<file path="src/rtl/qta_pkg.sv">
package qta_pkg;
  localparam int DATA_W  = 8;
  localparam int ADDR_W  = 3;
  localparam int N_TIM   = 4;
  localparam int N_EXT   = 3;

  localparam logic [ADDR_W-1:0] A_LAT1 = 3'd0;
  localparam logic [ADDR_W-1:0] A_LAT2 = 3'd1;
  localparam logic [ADDR_W-1:0] A_LAT3 = 3'd2;
  localparam logic [ADDR_W-1:0] A_LAT4 = 3'd3;
  localparam logic [ADDR_W-1:0] A_MODE12 = 3'd4;
  localparam logic [ADDR_W-1:0] A_MODE34 = 3'd5;
  localparam logic [ADDR_W-1:0] A_FLAG = 3'd6;

  // external input indices
  localparam int EXT_T2 = 0;
  localparam int EXT_T3 = 1;
  localparam int EXT_HS = 2;

  // bit pair: 00 base (clk/16), 01 first alternate, 1x second alternate
  typedef enum logic [1:0] {
    SRC_BASE = 2'b00,
    SRC_ALT0 = 2'b01,
    SRC_ALT1 = 2'b10,
    SRC_ALT1B = 2'b11
  } src_sel_e;
endpackage

</file>
<file path="src/rtl/qta_prescaler.sv">
module qta_prescaler #(
  parameter int FAST_LOG2 = 1,
  parameter int MID_LOG2  = 4,
  parameter int SLOW_LOG2 = 12
) (
  input  logic clk_i,
  input  logic rst_ni,
  output logic tick_fast_o,
  output logic tick_mid_o,
  output logic tick_slow_o
);
  localparam int W = SLOW_LOG2;

  logic [W-1:0] div_q;

  always_ff @(posedge clk_i or negedge rst_ni) begin
    if (!rst_ni) div_q <= '0;
    else         div_q <= div_q + 1'b1;
  end

  assign tick_fast_o = &div_q[FAST_LOG2-1:0];
  assign tick_mid_o  = &div_q[MID_LOG2-1:0];
  assign tick_slow_o = &div_q[SLOW_LOG2-1:0];

  AST_SLOW_IN_MID: assert property (@(posedge clk_i) disable iff (!rst_ni)
    tick_slow_o |-> (tick_mid_o && tick_fast_o));
  AST_FAST_ALTERNATES: assert property (@(posedge clk_i) disable iff (!rst_ni)
    tick_fast_o |=> !tick_fast_o);
endmodule

</file>
<file path="src/rtl/qta_sync_edge.sv">
module qta_sync_edge #(
  parameter int STAGES = 2
) (
  input  logic clk_i,
  input  logic rst_ni,
  input  logic pin_i,
  output logic rise_o
);
  logic [STAGES:0] sh_q;

  always_ff @(posedge clk_i or negedge rst_ni) begin
    if (!rst_ni) sh_q <= '0;
    else         sh_q <= {sh_q[STAGES-1:0], pin_i};
  end

  assign rise_o = sh_q[STAGES-1] & ~sh_q[STAGES];

  AST_ONE_PULSE_PER_EDGE: assert property (@(posedge clk_i) disable iff (!rst_ni)
    rise_o |=> !rise_o);
endmodule

</file>
<file path="src/rtl/qta_timer.sv">
module qta_timer #(
  parameter int W = 8
) (
  input  logic         clk_i,
  input  logic         rst_ni,
  input  logic         pulse_i,
  input  logic         wr_i,
  input  logic [W-1:0] wdata_i,
  output logic [W-1:0] cnt_o,
  output logic [W-1:0] lat_o,
  output logic         ovf_o
);
  logic [W-1:0] cnt_q, lat_q;
  logic         at_zero;

  assign at_zero = (cnt_q == '0);
  assign ovf_o   = pulse_i & at_zero & ~wr_i;

  always_ff @(posedge clk_i or negedge rst_ni) begin
    if (!rst_ni) begin
      cnt_q <= '0;
      lat_q <= '0;
    end else if (wr_i) begin
      cnt_q <= wdata_i;
      lat_q <= wdata_i;
    end else if (pulse_i) begin
      cnt_q <= at_zero ? lat_q : cnt_q - 1'b1;
    end
  end

  assign cnt_o = cnt_q;
  assign lat_o = lat_q;

  AST_WRITE_LOADS: assert property (@(posedge clk_i) disable iff (!rst_ni)
    wr_i |=> (cnt_q == $past(wdata_i)) && (lat_q == $past(wdata_i)));
  AST_DECREMENT: assert property (@(posedge clk_i) disable iff (!rst_ni)
    (pulse_i && !wr_i && cnt_q != '0) |=> cnt_q == $past(cnt_q) - 1'b1);
  AST_RELOAD: assert property (@(posedge clk_i) disable iff (!rst_ni)
    (pulse_i && !wr_i && cnt_q == '0) |=> cnt_q == $past(lat_q));
  AST_HOLD: assert property (@(posedge clk_i) disable iff (!rst_ni)
    (!pulse_i && !wr_i) |=> $stable(cnt_q) && $stable(lat_q));
endmodule

</file>
<file path="src/rtl/quad_timer_array.sv">
module quad_timer_array
  import qta_pkg::*;
#(
  parameter int SYNC_STAGES = 2,
  parameter int FAST_LOG2   = 1,
  parameter int MID_LOG2    = 4,
  parameter int SLOW_LOG2   = 12
) (
  input  logic              clk_i,
  input  logic              rst_ni,
  input  logic [ADDR_W-1:0] bus_addr_i,
  input  logic              bus_wr_i,
  input  logic [DATA_W-1:0] bus_wdata_i,
  output logic [DATA_W-1:0] bus_rdata_o,
  input  logic              tim2_pin_i,
  input  logic              tim3_pin_i,
  input  logic              hsync_pin_i,
  output logic [N_TIM-1:0]  irq_o
);
  logic tick_fast, tick_mid, tick_slow;
  logic [N_EXT-1:0] pin_vec, rise_vec;
  logic [DATA_W-1:0] mode12_q, mode34_q;
  logic [N_TIM-1:0] flag_q, clr_vec, ovf_vec;
  logic [N_TIM-1:0] wr_lat;
  logic p1, p2, p3, p4;
  logic o1, o2, o3, o4;
  logic [DATA_W-1:0] c1, c2, c3, c4;
  logic [DATA_W-1:0] l1, l2, l3, l4;
  src_sel_e sel2, sel3, sel4;

  qta_prescaler #(
    .FAST_LOG2(FAST_LOG2), .MID_LOG2(MID_LOG2), .SLOW_LOG2(SLOW_LOG2)
  ) u_pre (
    .clk_i(clk_i), .rst_ni(rst_ni),
    .tick_fast_o(tick_fast), .tick_mid_o(tick_mid), .tick_slow_o(tick_slow)
  );

  assign pin_vec[EXT_T2] = tim2_pin_i;
  assign pin_vec[EXT_T3] = tim3_pin_i;
  assign pin_vec[EXT_HS] = hsync_pin_i;

  for (genvar g = 0; g < N_EXT; g++) begin : g_sync
    qta_sync_edge #(.STAGES(SYNC_STAGES)) u_sync (
      .clk_i(clk_i), .rst_ni(rst_ni), .pin_i(pin_vec[g]), .rise_o(rise_vec[g])
    );
  end

  // bus write decode
  for (genvar g = 0; g < N_TIM; g++) begin : g_wr
    assign wr_lat[g] = bus_wr_i && (bus_addr_i == ADDR_W'(g));
  end
  assign clr_vec = (bus_wr_i && bus_addr_i == A_FLAG) ? bus_wdata_i[N_TIM-1:0] : '0;

  always_ff @(posedge clk_i or negedge rst_ni) begin
    if (!rst_ni) begin
      mode12_q <= '0;
      mode34_q <= '0;
    end else if (bus_wr_i) begin
      if (bus_addr_i == A_MODE12) mode12_q <= bus_wdata_i;
      if (bus_addr_i == A_MODE34) mode34_q <= bus_wdata_i;
    end
  end

  assign sel2 = src_sel_e'({mode12_q[4], mode12_q[1]});
  assign sel3 = src_sel_e'({mode34_q[5], mode34_q[0]});
  assign sel4 = src_sel_e'({mode34_q[4], mode34_q[1]});

  // count source muxes; partner overflow feeds forward within the cycle
  assign p1 = mode12_q[0] ? tick_slow : tick_mid;

  always_comb begin
    unique case (sel2)
      SRC_BASE: p2 = tick_mid;
      SRC_ALT0: p2 = o1;
      default:  p2 = rise_vec[EXT_T2];
    endcase
  end

  always_comb begin
    unique case (sel3)
      SRC_BASE: p3 = tick_mid;
      SRC_ALT0: p3 = rise_vec[EXT_HS];
      default:  p3 = rise_vec[EXT_T3];
    endcase
  end

  always_comb begin
    unique case (sel4)
      SRC_BASE: p4 = tick_mid;
      SRC_ALT0: p4 = tick_fast;
      default:  p4 = o3;
    endcase
  end

  qta_timer #(.W(DATA_W)) u_t1 (
    .clk_i(clk_i), .rst_ni(rst_ni), .pulse_i(p1), .wr_i(wr_lat[0]),
    .wdata_i(bus_wdata_i), .cnt_o(c1), .lat_o(l1), .ovf_o(o1));
  qta_timer #(.W(DATA_W)) u_t2 (
    .clk_i(clk_i), .rst_ni(rst_ni), .pulse_i(p2), .wr_i(wr_lat[1]),
    .wdata_i(bus_wdata_i), .cnt_o(c2), .lat_o(l2), .ovf_o(o2));
  qta_timer #(.W(DATA_W)) u_t3 (
    .clk_i(clk_i), .rst_ni(rst_ni), .pulse_i(p3), .wr_i(wr_lat[2]),
    .wdata_i(bus_wdata_i), .cnt_o(c3), .lat_o(l3), .ovf_o(o3));
  qta_timer #(.W(DATA_W)) u_t4 (
    .clk_i(clk_i), .rst_ni(rst_ni), .pulse_i(p4), .wr_i(wr_lat[3]),
    .wdata_i(bus_wdata_i), .cnt_o(c4), .lat_o(l4), .ovf_o(o4));

  assign ovf_vec = {o4, o3, o2, o1};

  // overflow beats clear
  always_ff @(posedge clk_i or negedge rst_ni) begin
    if (!rst_ni) flag_q <= '0;
    else         flag_q <= (flag_q & ~clr_vec) | ovf_vec;
  end

  assign irq_o = flag_q;

  always_comb begin
    unique case (bus_addr_i)
      A_LAT1:   bus_rdata_o = c1;
      A_LAT2:   bus_rdata_o = c2;
      A_LAT3:   bus_rdata_o = c3;
      A_LAT4:   bus_rdata_o = c4;
      A_MODE12: bus_rdata_o = mode12_q;
      A_MODE34: bus_rdata_o = mode34_q;
      A_FLAG:   bus_rdata_o = {{(DATA_W-N_TIM){1'b0}}, flag_q};
      default:  bus_rdata_o = '0;
    endcase
  end

  for (genvar g = 0; g < N_TIM; g++) begin : g_chk
    AST_FLAG_SET: assert property (@(posedge clk_i) disable iff (!rst_ni)
      ovf_vec[g] |=> flag_q[g]);
    AST_FLAG_CLEAR: assert property (@(posedge clk_i) disable iff (!rst_ni)
      (clr_vec[g] && !ovf_vec[g]) |=> !flag_q[g]);
    AST_FLAG_STICKY: assert property (@(posedge clk_i) disable iff (!rst_ni)
      (flag_q[g] && !clr_vec[g]) |=> flag_q[g]);
  end

  AST_CASCADE_T2: assert property (@(posedge clk_i) disable iff (!rst_ni)
    (sel2 == SRC_ALT0 && !o1 && !wr_lat[1]) |=> $stable(c2));
  AST_CASCADE_T4: assert property (@(posedge clk_i) disable iff (!rst_ni)
    (sel4[1] && !o3 && !wr_lat[3]) |=> $stable(c4));
  AST_MODE_STABLE: assert property (@(posedge clk_i) disable iff (!rst_ni)
    !bus_wr_i |=> $stable(mode12_q) && $stable(mode34_q));
endmodule

</file>
<file path="config.mk">
export PLATFORM = sky130hd
export DESIGN_NAME = quad_timer_array
export DESIGN_NICKNAME = d
export VERILOG_FILES = /design/src/rtl/qta_pkg.sv /design/src/rtl/qta_prescaler.sv /design/src/rtl/qta_sync_edge.sv /design/src/rtl/qta_timer.sv /design/src/rtl/quad_timer_array.sv
export SDC_FILE = /design/constraint.sdc
export NUM_CORES = 1
export LEC_CHECK = 0
export CAP_MARGIN = 20
export CORE_ASPECT_RATIO = 0.75
export CORE_MARGIN = 1.5
export CORE_UTILIZATION = 25
export DETAILED_ROUTE_END_ITERATION = 12
export GPL_ROUTABILITY_DRIVEN = 0
export PLACE_DENSITY = 0.42
export SYNTH_ARGS = -nofsm -noshare
export SYNTH_HDL_FRONTEND = slang
export SYNTH_SLANG_ARGS = --single-unit
export TNS_END_PERCENT = 20
</file>
<file path="constraint.sdc">
create_clock -name clk_i -period 2.2 [get_ports clk_i]
set_input_delay 0.33 -clock clk_i [delete_from_list [all_inputs] [get_ports clk_i]]
set_output_delay 0.33 -clock clk_i [all_outputs]
set_load 0.1 [all_outputs]
</file>
==> flow_summary.toml <==
[global_route]
antenna_found_initial = 0
grt_pass1_vias = 4919
track_usage_pct = 16.7
grt_remaining_overflow = 0
grt_max_degree = 62
grt_pass1_wl_mm = 29.7

[logic_synthesis]
syn_inst = 603
synth-adder-area-share_pct = 1.97
synth.avg_cell_area_sq_um = 9.49
async_reset_ff_share_pct = 100
yosys.area.top_type = "dfrtp_1"
synth_warnings = 0
post_synth_xor_area_fraction_pct = 2.14
synthTopCellsByArea = "dfrtp_1 46%, nand2_1 8.7%, mux2_2 4.3%"
synth_compound_area_share_pct = 16.8
syn_area_sq_um = 5720
synth_top_family_by_area = "simple AND/OR/NAND/NOR gates"
syn_nets = 629
yosys.area.top_type_share_pct = 45.9
muxShareOfSynthArea_pct = 7.69
synth_cell_types = 75
yosysSeqAreaShare_pct = 45.9
synth-seq-cells = 105
synth-edff-count = 0
yosys.area_share.simple_pct = 22.3
ys.flop_type = "dfrtp_1"

[layout]
syn2layout_area_growth_pct = 31.7
nets = 724
finalNonFillerCells = 998
drive_gt1_share_pct = 26.2
fin_util_pct = 33.8

[worst_setup_path]
worstSetupStartpointType = "flip-flop"
cp.required_ns = 1.87
reg2reg_to = "u_t2.cnt_o[6]"
path_class = "reg2out"
critPathArrivalTime_ns = 1.84
setup.worst_path.end_class = "output pin"
r2r.worst_path.cells = 7
cp_max_fo = 8
r2r_start = "u_t1.cnt_o[0]"
r2r_setup_slack_ns = 0.08

[sta]
max_slew_margin_pct = 56.2
max_freq_ghz = 0.460
worstMarginPinSlew_ns = 0.655
fin_crit_ns = 2.17
whs_ns = 0.353
finalHoldViolCount = 0
rsz0062_at_grt = "true"
finalClockSkew_ns = 0.00937
period_share_pct = 98.8
fin_ws_ns = 0.0254
slew_viol_final = 0
setup_violations = 0

[power]
p_sw_share_pct = 41.5
p_int_mw = 4.71
pwr-share-clk_pct = 19.7
finalPower_mw = 8.05
vdd_ir_drop_max_v = 0.000410
p_seq_share_pct = 36.3
power_frac_comb_pct = 44.0
switchingPower_mw = 3.34
cellLeakagePower_nw = 3.28
cellPowerDensity_nw_per_um2 = 1070

[hold_path]
holdPathEnd = "g_sync[1].u_sync.sh_q[1]"
holdCritPathClass = "reg2reg"
whs_path_depth = 0
worst_hold_startpoint = "g_sync[1].u_sync.sh_q[0]"

[status]
status = "finished, final reports clean"

[floorplanning]
ioPinCount = 29
core_sq_um = 22300
rows = 47
die_y_microns = 134
initial_core_util_pct = 25.7
fp.dieW_microns = 178
die_area_sq_um = 23800

[clock_tree]
h-tree-depth = 3
root_buffer = "clkbuf_16"
clockBufferDepth = 2
clk_pin_slew_ns = 0.07
cts_tree = "yes"
cts.sinks = 105
clk_latency_ns = 0.37
numCtsBuffers = 9

[route]
vias_per_cell = 5.02
ant_nets = 0
num_vias = 5007
route.detailed.drc = 0
routedWlPerCell_microns = 18.8
dr.pass1.iters = 5
drt_iter0_drc = 437
finalWirelength_mm = 18.8

[flow_run]
maxCapViolations = 0

[placement]
dpl.hpwl_mm = 13.7
dp_cells = 976
pre_cts_ws_ns = -0.128
port_buffers = 28
[synthesized netlist by cell type, types with 3 or more instances]
library cell and n:
a21oi_1 30, a221o_1 7, a221oi_1 5, a2bb2oi_1 3, a31oi_1 10, a32o_1 3, and2_1 3, and3_1 3
buf_1 5, buf_2 3, clkbuf_1 26, dfrtp_1 105, ha_1 9, inv_1 12, mux2_2 22, mux2i_1 8
mux4_2 5, nand2_1 132, nand2b_1 5, nand3_1 20, nand3b_1 6, nand4_1 6, nor2_1 36, nor2b_1 4
nor3_1 9, nor3_2 3, nor3b_1 4, nor4_1 4, o211ai_1 7, o21a_1 3, o21ai_0 26, o22ai_1 4
o31ai_1 9, o41ai_1 3, xnor2_1 12
[cells in the final DEF (no fill, tap or decap), types with 10 or more instances in the layout]
master	netlist	layout
mux2_2	22	21
xnor2_1	12	12
inv_1	12	12
clkdlybuf4s50_1	0	13
nand3_1	20	19
a21oi_1	30	27
o21ai_0	26	24
a31oi_1	10	10
buf_12	0	13
buf_4	0	85
nor2_1	36	35
nand2_1	132	132
dfrtp_1	105	104
[power by group through the flow]
stage	clock, mW	combinational [mW]	sequential [mW]
detailed placement	0	3.43	2.95
global route	1.73	3.84	2.99
CTS	1.65	3.48	2.92
floorplan	0	2.07	2.90
global placement	0	3.41	2.94
finish	1.59	3.54	2.92
[registers in the layout, summed over array words and instances (netlist names)]
register            flops
irq_o                   4
u_pre.div_q            12
u_t1.lat_o              8
u_t1.cnt_o              8
u_t2.lat_o              8
u_t4.lat_o              8
u_t2.cnt_o              8
u_t3.lat_o              8
mode34_q                8
mode12_q                8
u_t3.cnt_o              8
u_t4.cnt_o              8
g_sync.u_sync.sh_q      9
[per-layer routing]
metal	part of all wire [%]	vias up	GRT usage (%)
met5	0	-	0
met4	1.9	0	5.14
met3	5.6	21	3.80
met2	41	138	23.3
met1	52	2474	25.3
li1	-	2374	-
[worst max path at each step]
| stage | startpoint | endpoint |
|---|---|---|
| after floorplan | bus_addr_i[0] | bus_rdata_o[2] |
| after detailed placement | bus_addr_i[0] | bus_rdata_o[0] |
| final | u_t4.cnt_o[0] | bus_rdata_o[0] |
| after CTS | u_t1.cnt_o[0] | u_t2.cnt_o[6] |
| after global placement | bus_addr_i[1] | u_t2.cnt_o[4] |
| after global routing | u_pre.div_q[0] | u_t4.cnt_o[7] |
[critical path, cell delays in order, from the launching register on]
cell	delay (ns)
dfrtp_2	0.49
mux4_2	0.49
mux2_4	0.31
buf_12	0.17
[repair_timing]
item,4_1_cts,5_1_grt
cloned,2,0
setup buffers,1,1
setup endpoints to repair,12,15
endpoints found under the hold margin,21,0
hold buffers,1,0
pin swaps,1,4
gates resized for setup,8,15
[per-stage QoR]
step           setup TNS (ns)  area, sq um
2_1_floorplan          -0.554         5800
3_3_place_gp            -1.15         7070
3_5_place_dp            -1.24         7070
4_1_cts              -0.00895         7460
5_1_grt                -0.119         7540
6_report                    0         7540
[cell type report]
type                    instances  area [sq um]
diodes                          1          2.50
clock buffers                  10           229
clock inverters                 6          50.0
fillers                      2268         14700
inverters                      12          45.0
multi-input cells             451          3060
flip-flops and latches        105          2630
well taps                     294           368
repair buffers                119          1150
[kinds of logic (layout without fill, tap and decap cells)]
group | Yosys count | in the layout
AO/OA/AOI/OAI | 135 | 135
XOR/XNOR | 14 | 14
adder cells (fa/ha/maj) | 9 | 9
buffers and inverters | 47 | 147
flip-flops | 105 | 105
multiplexers | 35 | 35
other | 0 | 1
AND/OR/NAND/NOR | 258 | 258
Note: power is estimated with default switching activity, not from simulation.
